`src/rtl/lfm_chirp_pkg.sv`:
```
package lfm_chirp_pkg;
  parameter int unsigned PH_W  = 32;
  parameter int unsigned CNT_W = 24;
  parameter int unsigned NP_W  = 16;
  parameter int unsigned AD_W  = 3;

  typedef enum logic [AD_W-1:0] {
    ADR_F_LO   = 3'd0,
    ADR_F_HI   = 3'd1,
    ADR_SLOPE  = 3'd2,
    ADR_ON_LEN = 3'd3,
    ADR_PERIOD = 3'd4,
    ADR_NPULSE = 3'd5
  } cfg_addr_e;

  typedef struct packed {
    logic [PH_W-1:0]  f_lo;
    logic [PH_W-1:0]  f_hi;
    logic [PH_W-1:0]  slope;
    logic [CNT_W-1:0] on_len;
    logic [CNT_W-1:0] period;
    logic [NP_W-1:0]  n_pulse;
  } chirp_cfg_t;
endpackage

```
`src/rtl/lfm_cfg_bank.sv`:
```
module lfm_cfg_bank
  import lfm_chirp_pkg::*;
(
  input  logic             clk_i,
  input  logic             rst_ni,
  input  logic             we_i,
  input  logic [AD_W-1:0]  addr_i,
  input  logic [PH_W-1:0]  wdata_i,
  input  logic             load_i,
  output chirp_cfg_t       shadow_o,
  output chirp_cfg_t       work_o
);
  chirp_cfg_t shadow_q, work_q;

  always_ff @(posedge clk_i or negedge rst_ni) begin
    if (!rst_ni) begin
      shadow_q <= '0;
    end else if (we_i) begin
      case (addr_i)
        ADR_F_LO:   shadow_q.f_lo    <= wdata_i;
        ADR_F_HI:   shadow_q.f_hi    <= wdata_i;
        ADR_SLOPE:  shadow_q.slope   <= wdata_i;
        ADR_ON_LEN: shadow_q.on_len  <= wdata_i[CNT_W-1:0];
        ADR_PERIOD: shadow_q.period  <= wdata_i[CNT_W-1:0];
        ADR_NPULSE: shadow_q.n_pulse <= wdata_i[NP_W-1:0];
        default: ;
      endcase
    end
  end

  always_ff @(posedge clk_i or negedge rst_ni) begin
    if (!rst_ni)     work_q <= '0;
    else if (load_i) work_q <= shadow_q;
  end

  assign shadow_o = shadow_q;
  assign work_o   = work_q;
endmodule

```
`src/rtl/lfm_burst_seq.sv`:
```
module lfm_burst_seq
  import lfm_chirp_pkg::*;
(
  input  logic             clk_i,
  input  logic             rst_ni,
  input  logic             start_i,
  input  logic [CNT_W-1:0] sh_on_len_i,
  input  logic [CNT_W-1:0] sh_period_i,
  input  logic [NP_W-1:0]  sh_npulse_i,
  input  logic [CNT_W-1:0] wk_on_len_i,
  input  logic [CNT_W-1:0] wk_period_i,
  input  logic [NP_W-1:0]  wk_npulse_i,
  output logic             load_o,
  output logic             reload_o,
  output logic             active_o,
  output logic [CNT_W-1:0] cnt_o,
  output logic             gate_o,
  output logic             done_o,
  output logic             err_o
);
  logic             active_q, done_q, err_q;
  logic [CNT_W-1:0] cnt_q;
  logic [NP_W-1:0]  idx_q;
  logic             start_ok, bad_cfg, period_end, last_pulse;

  assign start_ok   = start_i && !active_q;
  assign bad_cfg    = (sh_period_i == '0) || (sh_on_len_i > sh_period_i);
  assign load_o     = start_ok && !bad_cfg;
  assign period_end = active_q && (cnt_q == wk_period_i - 1'b1);
  assign last_pulse = (idx_q == wk_npulse_i - 1'b1);
  assign reload_o   = load_o || period_end;

  always_ff @(posedge clk_i or negedge rst_ni) begin
    if (!rst_ni) begin
      active_q <= 1'b0;
      done_q   <= 1'b0;
      err_q    <= 1'b0;
      cnt_q    <= '0;
      idx_q    <= '0;
    end else begin
      done_q <= 1'b0;
      err_q  <= 1'b0;
      if (start_ok) begin
        if (bad_cfg) begin
          err_q <= 1'b1;
        end else if (sh_npulse_i == '0) begin
          done_q <= 1'b1;  // empty burst
        end else begin
          active_q <= 1'b1;
          cnt_q    <= '0;
          idx_q    <= '0;
        end
      end else if (active_q) begin
        if (period_end) begin
          cnt_q <= '0;
          if (last_pulse) begin
            active_q <= 1'b0;
            done_q   <= 1'b1;
          end else begin
            idx_q <= idx_q + 1'b1;
          end
        end else begin
          cnt_q <= cnt_q + 1'b1;
        end
      end
    end
  end

  assign active_o = active_q;
  assign cnt_o    = cnt_q;
  assign gate_o   = active_q && (cnt_q < wk_on_len_i);
  assign done_o   = done_q;
  assign err_o    = err_q;
endmodule

```
`src/rtl/lfm_phase_acc.sv`:
```
module lfm_phase_acc
  import lfm_chirp_pkg::*;
(
  input  logic            clk_i,
  input  logic            rst_ni,
  input  logic            reload_i,
  input  logic [PH_W-1:0] f_lo_i,
  input  logic [PH_W-1:0] f_hi_i,
  input  logic [PH_W-1:0] slope_i,
  output logic [PH_W-1:0] freq_o,
  output logic [PH_W-1:0] phase_o
);
  logic [PH_W-1:0] freq_q, phase_q, freq_nxt;
  logic [PH_W:0]   freq_sum;

  // carry kept so a wrapped sum still clamps
  assign freq_sum = {1'b0, freq_q} + {1'b0, slope_i};
  assign freq_nxt = (freq_sum > {1'b0, f_hi_i}) ? f_hi_i : freq_sum[PH_W-1:0];

  always_ff @(posedge clk_i or negedge rst_ni) begin
    if (!rst_ni) begin
      freq_q  <= '0;
      phase_q <= '0;
    end else if (reload_i) begin
      freq_q  <= f_lo_i;
      phase_q <= '0;
    end else begin
      freq_q  <= freq_nxt;
      phase_q <= phase_q + freq_q;
    end
  end

  assign freq_o  = freq_q;
  assign phase_o = phase_q;
endmodule

```
`src/rtl/lfm_chirp_gen.sv`:
```
module lfm_chirp_gen
  import lfm_chirp_pkg::*;
(
  input  logic             clk_i,
  input  logic             rst_ni,
  input  logic             cfg_we_i,
  input  logic [AD_W-1:0]  cfg_addr_i,
  input  logic [PH_W-1:0]  cfg_wdata_i,
  input  logic             start_i,
  output logic [PH_W-1:0]  phase_o,
  output logic             tx_gate_o,
  output logic             done_o,
  output logic             err_o
);
  chirp_cfg_t       shadow_cfg, work_cfg;
  logic             load, reload, active, gate;
  logic [CNT_W-1:0] samp_cnt;
  logic [PH_W-1:0]  freq_q, phase_q, f_lo_sel;

  lfm_cfg_bank u_bank (
    .clk_i    (clk_i),
    .rst_ni   (rst_ni),
    .we_i     (cfg_we_i),
    .addr_i   (cfg_addr_i),
    .wdata_i  (cfg_wdata_i),
    .load_i   (load),
    .shadow_o (shadow_cfg),
    .work_o   (work_cfg)
  );

  lfm_burst_seq u_seq (
    .clk_i       (clk_i),
    .rst_ni      (rst_ni),
    .start_i     (start_i),
    .sh_on_len_i (shadow_cfg.on_len),
    .sh_period_i (shadow_cfg.period),
    .sh_npulse_i (shadow_cfg.n_pulse),
    .wk_on_len_i (work_cfg.on_len),
    .wk_period_i (work_cfg.period),
    .wk_npulse_i (work_cfg.n_pulse),
    .load_o      (load),
    .reload_o    (reload),
    .active_o    (active),
    .cnt_o       (samp_cnt),
    .gate_o      (gate),
    .done_o      (done_o),
    .err_o       (err_o)
  );

  // working set is not loaded yet on the start edge
  assign f_lo_sel = load ? shadow_cfg.f_lo : work_cfg.f_lo;

  lfm_phase_acc u_acc (
    .clk_i    (clk_i),
    .rst_ni   (rst_ni),
    .reload_i (reload),
    .f_lo_i   (f_lo_sel),
    .f_hi_i   (work_cfg.f_hi),
    .slope_i  (work_cfg.slope),
    .freq_o   (freq_q),
    .phase_o  (phase_q)
  );

  assign tx_gate_o = gate;
  assign phase_o   = gate ? phase_q : '0;
endmodule

```
`config.mk`:
```
export PLATFORM = sky130hd
export DESIGN_NAME = lfm_chirp_gen
export DESIGN_NICKNAME = d
export VERILOG_FILES = /design/src/rtl/lfm_chirp_pkg.sv /design/src/rtl/lfm_cfg_bank.sv /design/src/rtl/lfm_burst_seq.sv /design/src/rtl/lfm_phase_acc.sv /design/src/rtl/lfm_chirp_gen.sv
export SDC_FILE = /design/constraint.sdc
export NUM_CORES = 1
export LEC_CHECK = 0
export BUFFER_PORTS_ARGS = -buffer_cell sky130_fd_sc_hd__buf_2
export CAP_MARGIN = 10
export CORE_MARGIN = 4
export CORE_UTILIZATION = 40
export DETAILED_ROUTE_END_ITERATION = 8
export PLACE_DENSITY = 0.62
export SYNTH_ARGS = -nofsm -noshare
export SYNTH_HDL_FRONTEND = slang
export SYNTH_HIERARCHICAL = 1
export SYNTH_SLANG_ARGS = --single-unit
```
`constraint.sdc`:
```
create_clock -name clk_i -period 6.2 [get_ports clk_i]
set_input_delay 1.24 -clock clk_i [delete_from_list [all_inputs] [get_ports clk_i]]
set_output_delay 1.24 -clock clk_i [all_outputs]
set_load 0.05 [all_outputs]
```
==> results of run 1 <==
[kinds of logic (layout without fill, tap and decap cells)]
logic type	Yosys count	count (layout)
flops	427	427
compound gates	395	395
mux	388	388
fa+ha+maj	148	148
buf+inv	196	304
xor+xnor	96	96
simple gates	513	513
other cells	0	4
[synth_stat cells (40+ instances only)]
| cell type | count | share of area |
|---|---|---|
| o21ai_0 | 80 | 0.017 |
| mux2_2 | 310 | 0.14 |
| ha_1 | 146 | 0.075 |
| nand2_1 | 87 | 0.013 |
| a21o_1 | 46 | 0.014 |
| nor3_1 | 40 | 0.0083 |
| dfrtp_1 | 427 | 0.44 |
| a21oi_1 | 83 | 0.017 |
| inv_1 | 117 | 0.018 |
| xnor2_1 | 64 | 0.023 |
| nor2_1 | 94 | 0.015 |
[area by class of cell]
type | count | area [µm²] | area share
sequential | 427 | 10700 | 0.393
clock inverter | 24 | 350 | 0.0129
inverter | 118 | 443 | 0.0163
timing repair buffer | 94 | 593 | 0.0218
multi-input combinational | 1540 | 12700 | 0.467
clock buffer | 68 | 1440 | 0.0529
tap | 773 | 967 | 0.0356
antenna | 4 | 10.0 | 0.000368
[sequential cells by signal, summed over array words and instances, names as in the netlist]
name / cells
u_seq/done_o: 1
u_seq/cnt_o: 24
u_acc/freq_o: 32
u_bank/shadow_o: 160
u_seq/err_o: 1
u_bank/work_o: 160
u_acc/phase_o: 32
u_seq/active_o: 1
u_seq/idx_q: 16
[power by group through the flow]
stage / clock [W] / sequential (W) / combinational, W
after global routing: 0.00331 / 0.00442 / 0.00671
after CTS: 0.00320 / 0.00433 / 0.00603
after floorplan: 0 / 0.00403 / 0.00479
after detailed placement: 0 / 0.00438 / 0.00600
final: 0.00313 / 0.00432 / 0.00605
after global placement: 0 / 0.00435 / 0.00583
[critical path, cell delays in order, from the launching register on]
cell and delay, ns:
dfrtp_1 0.44, ha_1 0.32, a211o_1 0.33, a2111oi_1 0.71, nor4b_1 0.16, buf_4 0.21
o21ai_0 0.39, o311ai_0 0.27, ha_1 0.37, nand3_1 0.09, or3_1 0.39, or3_1 0.44
a21o_1 0.18, a31oi_1 0.21, a211o_1 0.36, buf_12 0.29, mux2i_1 0.20, o21ai_0 0.11
[routing by layer]
layer,up-vias,part of all wire,wire length (µm),track usage
met3,100,0.049,2930,0.0353
met1,8427,0.45,26900,0.244
met4,6,0.024,1410,0.0476
met2,307,0.47,28100,0.307
li1,8059,-,-,-
met5,-,0.00077,46,0
[timing repair]
action,in CTS,in global routing
gates resized for setup,0,1
buffers inserted,0,0
endpoints found under the setup margin,0,2
hold endpoints to repair,0,0
[how the worst min path moves through the flow]
stage                            to  slack, ns  depth (start not counted)
2_1_floorplan  u_bank/shadow_o[116]       0.45                          1
3_3_place_gp   u_bank/shadow_o[116]       0.46                          1
3_5_place_dp   u_bank/shadow_o[117]       0.47                          1
4_1_cts          u_bank/work_o[110]       0.48                          1
5_1_grt          u_bank/work_o[110]       0.50                          1
6_report       u_bank/shadow_o[117]       0.48                          1
[metrics by stage]
step	hold WS, ns	instance area (µm²)	total power, W
finish	0.483	27200	0.0135
global route	0.500	27200	0.0144
CTS	0.484	27200	0.0136
detailed placement	0.473	25400	0.0104
global placement	0.463	25400	0.0102
floorplan	0.452	24200	0.00882
==> summary.txt, run 1 <==
Final layout
  – Layout cells sized above 1: 0.241
  – Commonest non-fill, non-tap cell in the layout: dfrtp_1
  – Final core occ: 0.457
  – Final layout net count: 2417
  – Most frequent cells in the layout: dfrtp_1 (427), mux2_2 (310), ha_1 (146)
  – Area growth from synthesis to layout: 12.1%
  – Final Non-Filler Cells: slightly above 3000
  – Fill cell count: approximately 5500

Global routing
  – GR Util All Layers: 0.183
  – Largest net degree at the start of global routing: around 170
  – Vias in the first global route: approximately 17000
  – Initial antenna violation count: 9
  – Global-route wire length before repair: between 90000 and 100000 µm
  – Total grt overflow: 0

STA
  – Setup ws final: between 0.5 and 0.6 ns
  – Worst slew pin tran: slightly above 1 ns
  – Worst Skew: approximately 0.022 ns
  – Slew HR: 0.312
  – Final Hold Fails: 0
  – Pins Over Slew Limit: 0
  – Final Critical Period: 5.62 ns
  – Unrepaired setup endpoints after global routing: no
  – Highest clock rate: approximately 0.18 GHz
  – Final setup fails: 0
  – Final TNS setup: 0 ns
  – Fin crit share: 0.907

Critical path
  – Crit Path Max Fanout: 25
  – Critical path origin: u_acc/freq_o[1]
  – Worst setup endpoint: u_acc/freq_o[4]
  – CP Data Required Time: 6.65 ns
  – Setup crit start kind: flip-flop
  – Reg2reg start: u_acc/freq_o[1]
  – FF-to-FF End: u_acc/freq_o[4]
  – Nature of the critical path endpoint: flip-flop
  – Crit path DAT: slightly above 6 ns
  – R2R setup slack: 0.58 ns
  – R2R depth: 17
  – Crit Path Class: flip-flop to flip-flop

Floorplanning
  – Die W: 254 µm
  – Core ar.: 59500 µm²
  – Initial core utilization: 0.408
  – Row count: 89
  – Die Span Y: between 200 and 300 µm
  – I/O Pins: 74
  – Die area: 64600 µm²

Drt
  – Vias per inst: between 5 and 6
  – DRT Wirelength: between 50000 and 60000 µm
  – Detailed Routing Iterations Pass 1: 5
  – WL/cell: approximately 19 µm
  – Final ANT Viol Nets: 0
  – Vias: ~17000
  – DRT iter0 DRCs: between 1000 and 1500
  – DRC: 0

Synth
  – Synth Flop Type: dfrtp_1
  – Post-synth EDFFs: 0
  – Flops & latches, synth: 427
  – Syn nets: ~2400
  – Adder-Cell Fraction of Synth Area: 0.0770
  – Multiplexer share of the synthesized area: 0.183
  – Cell area after synthesis: between 20000 and 25000 µm²
  – Post-synthesis xor/xnor area fraction: 0.0352
  – Asr flop ratio synth: 1.00
  – Synth Area in Simple Gates: 0.116
  – Syn Inst Count: approximately 2200
  – Complex-gate fraction of the synthesized area: 0.109
  – Warnings from Yosys: 6
  – Part of the Yosys area used for sequential elements: 0.441
  – Largest family of logic cells by synthesized area: multiplexers
  – Synth unique cells: 87
  – Syn avg cell area: 11.2 µm²

Pwr
  – Power Dens Cells: a little under 500 nW/µm²
  – Sequential share of power: 0.320
  – Sw Ratio: 0.401
  – Pint: 0.00809 W
  – P_sw: approximately 0.0054 W
  – Clock Power Share: 0.232
  – VDD IR max: about 0.35 mV
  – Combinational share of power: 0.448
  – Leak pwr: 12.6 nW

Clock network
  – Clk slew on worst S/H paths: 0.06 ns
  – CTS Buffer Depth: 3
  – Cts bufs inserted: 49
  – Clock sink count: ~430
  – H-tree depth: 2
  – CTS tree: done
  – Clock root buffer: clkbuf_16
  – Worst-Skew Late Latency: roughly 0.6 ns
  – Hold Buf Count CTS: 0

Placed design
  – IO buf count: 73
  – Post-Place Setup Slack: about 0.5 ns
  – Post-DP HPWL: roughly 43000 µm
  – Placed cell count: between 2000 and 3000
  – Final GP Congestion: slightly below 0.9

Worst hold path
  – Min-delay worst type: flip-flop to flip-flop
  – Worst min-delay path startpoint: u_bank/shadow_o[117]

Run status
  – Status: finished clean

Flow run
  – Max_cap viols: 0
Note: power is estimated with default switching activity, not from simulation.
==> run 2: changes to the inputs <==
--- a/config.mk
+++ b/config.mk
@@ -7,7 +7,6 @@
 export LEC_CHECK = 0
 export BUFFER_PORTS_ARGS = -buffer_cell sky130_fd_sc_hd__buf_2
 export CAP_MARGIN = 10
-export CORE_MARGIN = 4
 export CORE_UTILIZATION = 40
 export DETAILED_ROUTE_END_ITERATION = 8
 export PLACE_DENSITY = 0.62
==> run 2 against run 1 <==
Effect of this change:
- routed wire length grew 1.1%
- die area shrank 4.7%
- highest routed layer unchanged
- sequential power is essentially flat
- clock-buffer cell count shrank 5
- worst setup slack gained 0.13 ns
- combinational power is essentially flat
- clock skew grew 0.0036 ns
- critical path depth grew 1
==> summary.txt, run 2 (synthesized netlist as in run 1, its figures left out) <==
Floorplanning
  – Initial core utilization: 0.408 (unchanged)
  – Row count: 89 (unchanged)
  – Core ar.: 59500 µm² (unchanged)
  – Die Span Y: 248 µm (was 254 µm)
  – Die area: 61600 µm² (was 64600 µm²)
  – I/O Pins: 74 (unchanged)
  – Die W: 248 µm (was 254 µm)

Placed design
  – IO buf count: 73 (unchanged)
  – Post-Place Setup Slack: 0.797 ns (was 0.513 ns)
  – Post-DP HPWL: 43400 µm (was 42800 µm)
  – Final GP Congestion: 0.895 (was 0.886)

Clock network
  – Clock root buffer: clkbuf_16 (unchanged)
  – Postcts setup bufs: 0 (unchanged)
  – Cts bufs inserted: 48 (was 49)
  – CTS Buffer Depth: 3 (unchanged)
  – Clock sink count: 427 (unchanged)
  – H-tree depth: 2 (unchanged)
  – Post-CTS Resized: 0 (unchanged)
  – Clk slew on worst S/H paths: 0.06 ns (about the same)
  – Hold Buf Count CTS: 0 (unchanged)
  – Worst-Skew Late Latency: 0.60 ns (about the same)
  – CTS tree: done (unchanged)

Global routing
  – Vias in the first global route: 17100 (was 17300)
  – Global-route wire length before repair: 95800 µm (was 95400 µm)
  – Initial antenna violation count: 7 (was 9)
  – GR Util All Layers: 0.197 (was 0.183)
  – Largest net degree at the start of global routing: 158 (was 169)
  – Total grt overflow: 0 (unchanged)

STA
  – Worst Skew: 0.0256 ns (was 0.0221 ns)
  – Pins Over Slew Limit: 0 (unchanged)
  – Fin crit share: 0.886 (was 0.907)
  – Setup ws final: 0.708 ns (was 0.575 ns)
  – Final setup fails: 0 (unchanged)
  – Worst slew pin tran: 0.989 ns (was 1.02 ns)
  – Highest clock rate: 0.182 GHz (was 0.178 GHz)
  – Final Hold Fails: 0 (unchanged)
  – Unrepaired setup endpoints after global routing: no (unchanged)
  – Final TNS setup: 0 ns (unchanged)
  – Slew HR: 0.334 (was 0.312)
  – Final Critical Period: 5.49 ns (was 5.62 ns)

Final layout
  – Commonest non-fill, non-tap cell in the layout: dfrtp_1 (unchanged)
  – Most frequent cells in the layout: dfrtp_1 (427), mux2_2 (310), ha_1 (146) (unchanged)
  – Fill cell count: 5507 (was 5487)
  – Final layout net count: 2426 (was 2417)
  – Final core occ: 0.456 (was 0.457)
  – Area growth from synthesis to layout: 11.9% (was 12.1%)
  – Layout cells sized above 1: 0.243 (was 0.241)

Critical path
  – Crit Path Max Fanout: 13 (was 25)
  – Crit Path Class: flip-flop to flip-flop (unchanged)
  – Setup crit start kind: flip-flop (unchanged)
  – Crit path DAT: 5.95 ns (was 6.07 ns)
  – Nature of the critical path endpoint: flip-flop (unchanged)
  – CP Data Required Time: 6.66 ns (was 6.65 ns)
  – R2R depth: 18 (was 17)

Pwr
  – VDD IR max: 0.289 mV (was 0.349 mV)
  – Power Dens Cells: 495 nW/µm² (was 497 nW/µm²)
  – Leak pwr: 12.6 nW (about the same)

Drt
  – DRT Wirelength: 60100 µm (was 59400 µm)
  – Final ANT Viol Nets: 0 (unchanged)
  – DRC: 0 (unchanged)
  – Detailed Routing Iterations Pass 1: 5 (unchanged)
  – WL/cell: 19.7 µm (was 19.5 µm)
  – DRT iter0 DRCs: 1032 (was 1145)
  – Vias: 17200 (was 16900)
  – Vias per inst: 5.63 (was 5.54)

Flow run
  – Max_cap viols: 0 (unchanged)

Worst hold path
  – Min-delay worst type: flip-flop to flip-flop (unchanged)
  – Hold Path Cell Cnt: 1 (unchanged)

Run status
  – Status: finished clean (unchanged)
run 2: changes by cell type in the layout (fill, tap and decap cells not counted), sizes merged:
cell,before,now
buf,94,104
clkbuf,68,63
clkinv,12,11
clkinvlp,3,5
diode,4,1
inv,121,120
run 2: layer usage:
layer  vias up  GRT usage  share of wire
li1       8062          -              -
met5         -          0         0.0010
met2       366      0.322           0.47
met1      8652      0.267           0.45
met3        95     0.0351          0.049
met4        10     0.0542          0.023
run 2: worst max-delay path: stages, from the launching register on:
cell	delay [ns]
dfrtp_1	0.39
ha_1	0.23
fa_1	0.44
a211oi_2	0.25
o211ai_1	0.17
a211oi_2	0.42
o32ai_1	0.27
o21ai_0	0.46
xnor2_1	0.18
ha_1	0.33
nand3_1	0.06
or3_1	0.33
or3_1	0.43
a21o_1	0.17
a31oi_1	0.17
a211o_1	0.34
buf_4	0.36
mux2i_1	0.23
o21ai_0	0.10
run 2: cell type report:
class	count	area (µm²)	area share
timing repair buffer	104	643	0.0237
clock buffer	63	1370	0.0505
multi-input combinational	1540	12700	0.468
antenna	1	2.50	0.0000923
sequential	427	10700	0.394
inverter	118	443	0.0163
tap	773	967	0.0357
clock inverter	24	328	0.0121
run 2: final timing paths:
path                                      start                   end  slack [ns]
min                        u_bank/shadow_o[117]  u_bank/shadow_o[117]        0.49
min reg2reg                u_bank/shadow_o[117]  u_bank/shadow_o[117]        0.49
max reg2reg                     u_acc/freq_o[0]       u_acc/freq_o[8]        0.71
max                             u_acc/freq_o[0]       u_acc/freq_o[8]        0.71
max in group asynchronous                rst_ni      u_acc/phase_o[8]        4.24
min in group asynchronous                rst_ni       u_seq/cnt_o[18]        0.63
run 2: through the flow:
stage	total power, W	hold WS, ns	instances	area [µm²]
2_1_floorplan	0.00882	0.452	2163	24200
3_3_place_gp	0.0102	0.463	2961	25400
4_1_cts	0.0135	0.487	3048	27100
6_report	0.0134	0.489	3050	27100
5_1_grt	0.0144	0.507	3049	27100
3_5_place_dp	0.0104	0.474	2961	25400
run 2: report_power, final:
group	internal (W)	switching [W]	total, W
clock	0.00182	0.00121	0.00303
sequential	0.00358	0.000742	0.00432
combinational	0.00261	0.00348	0.00608
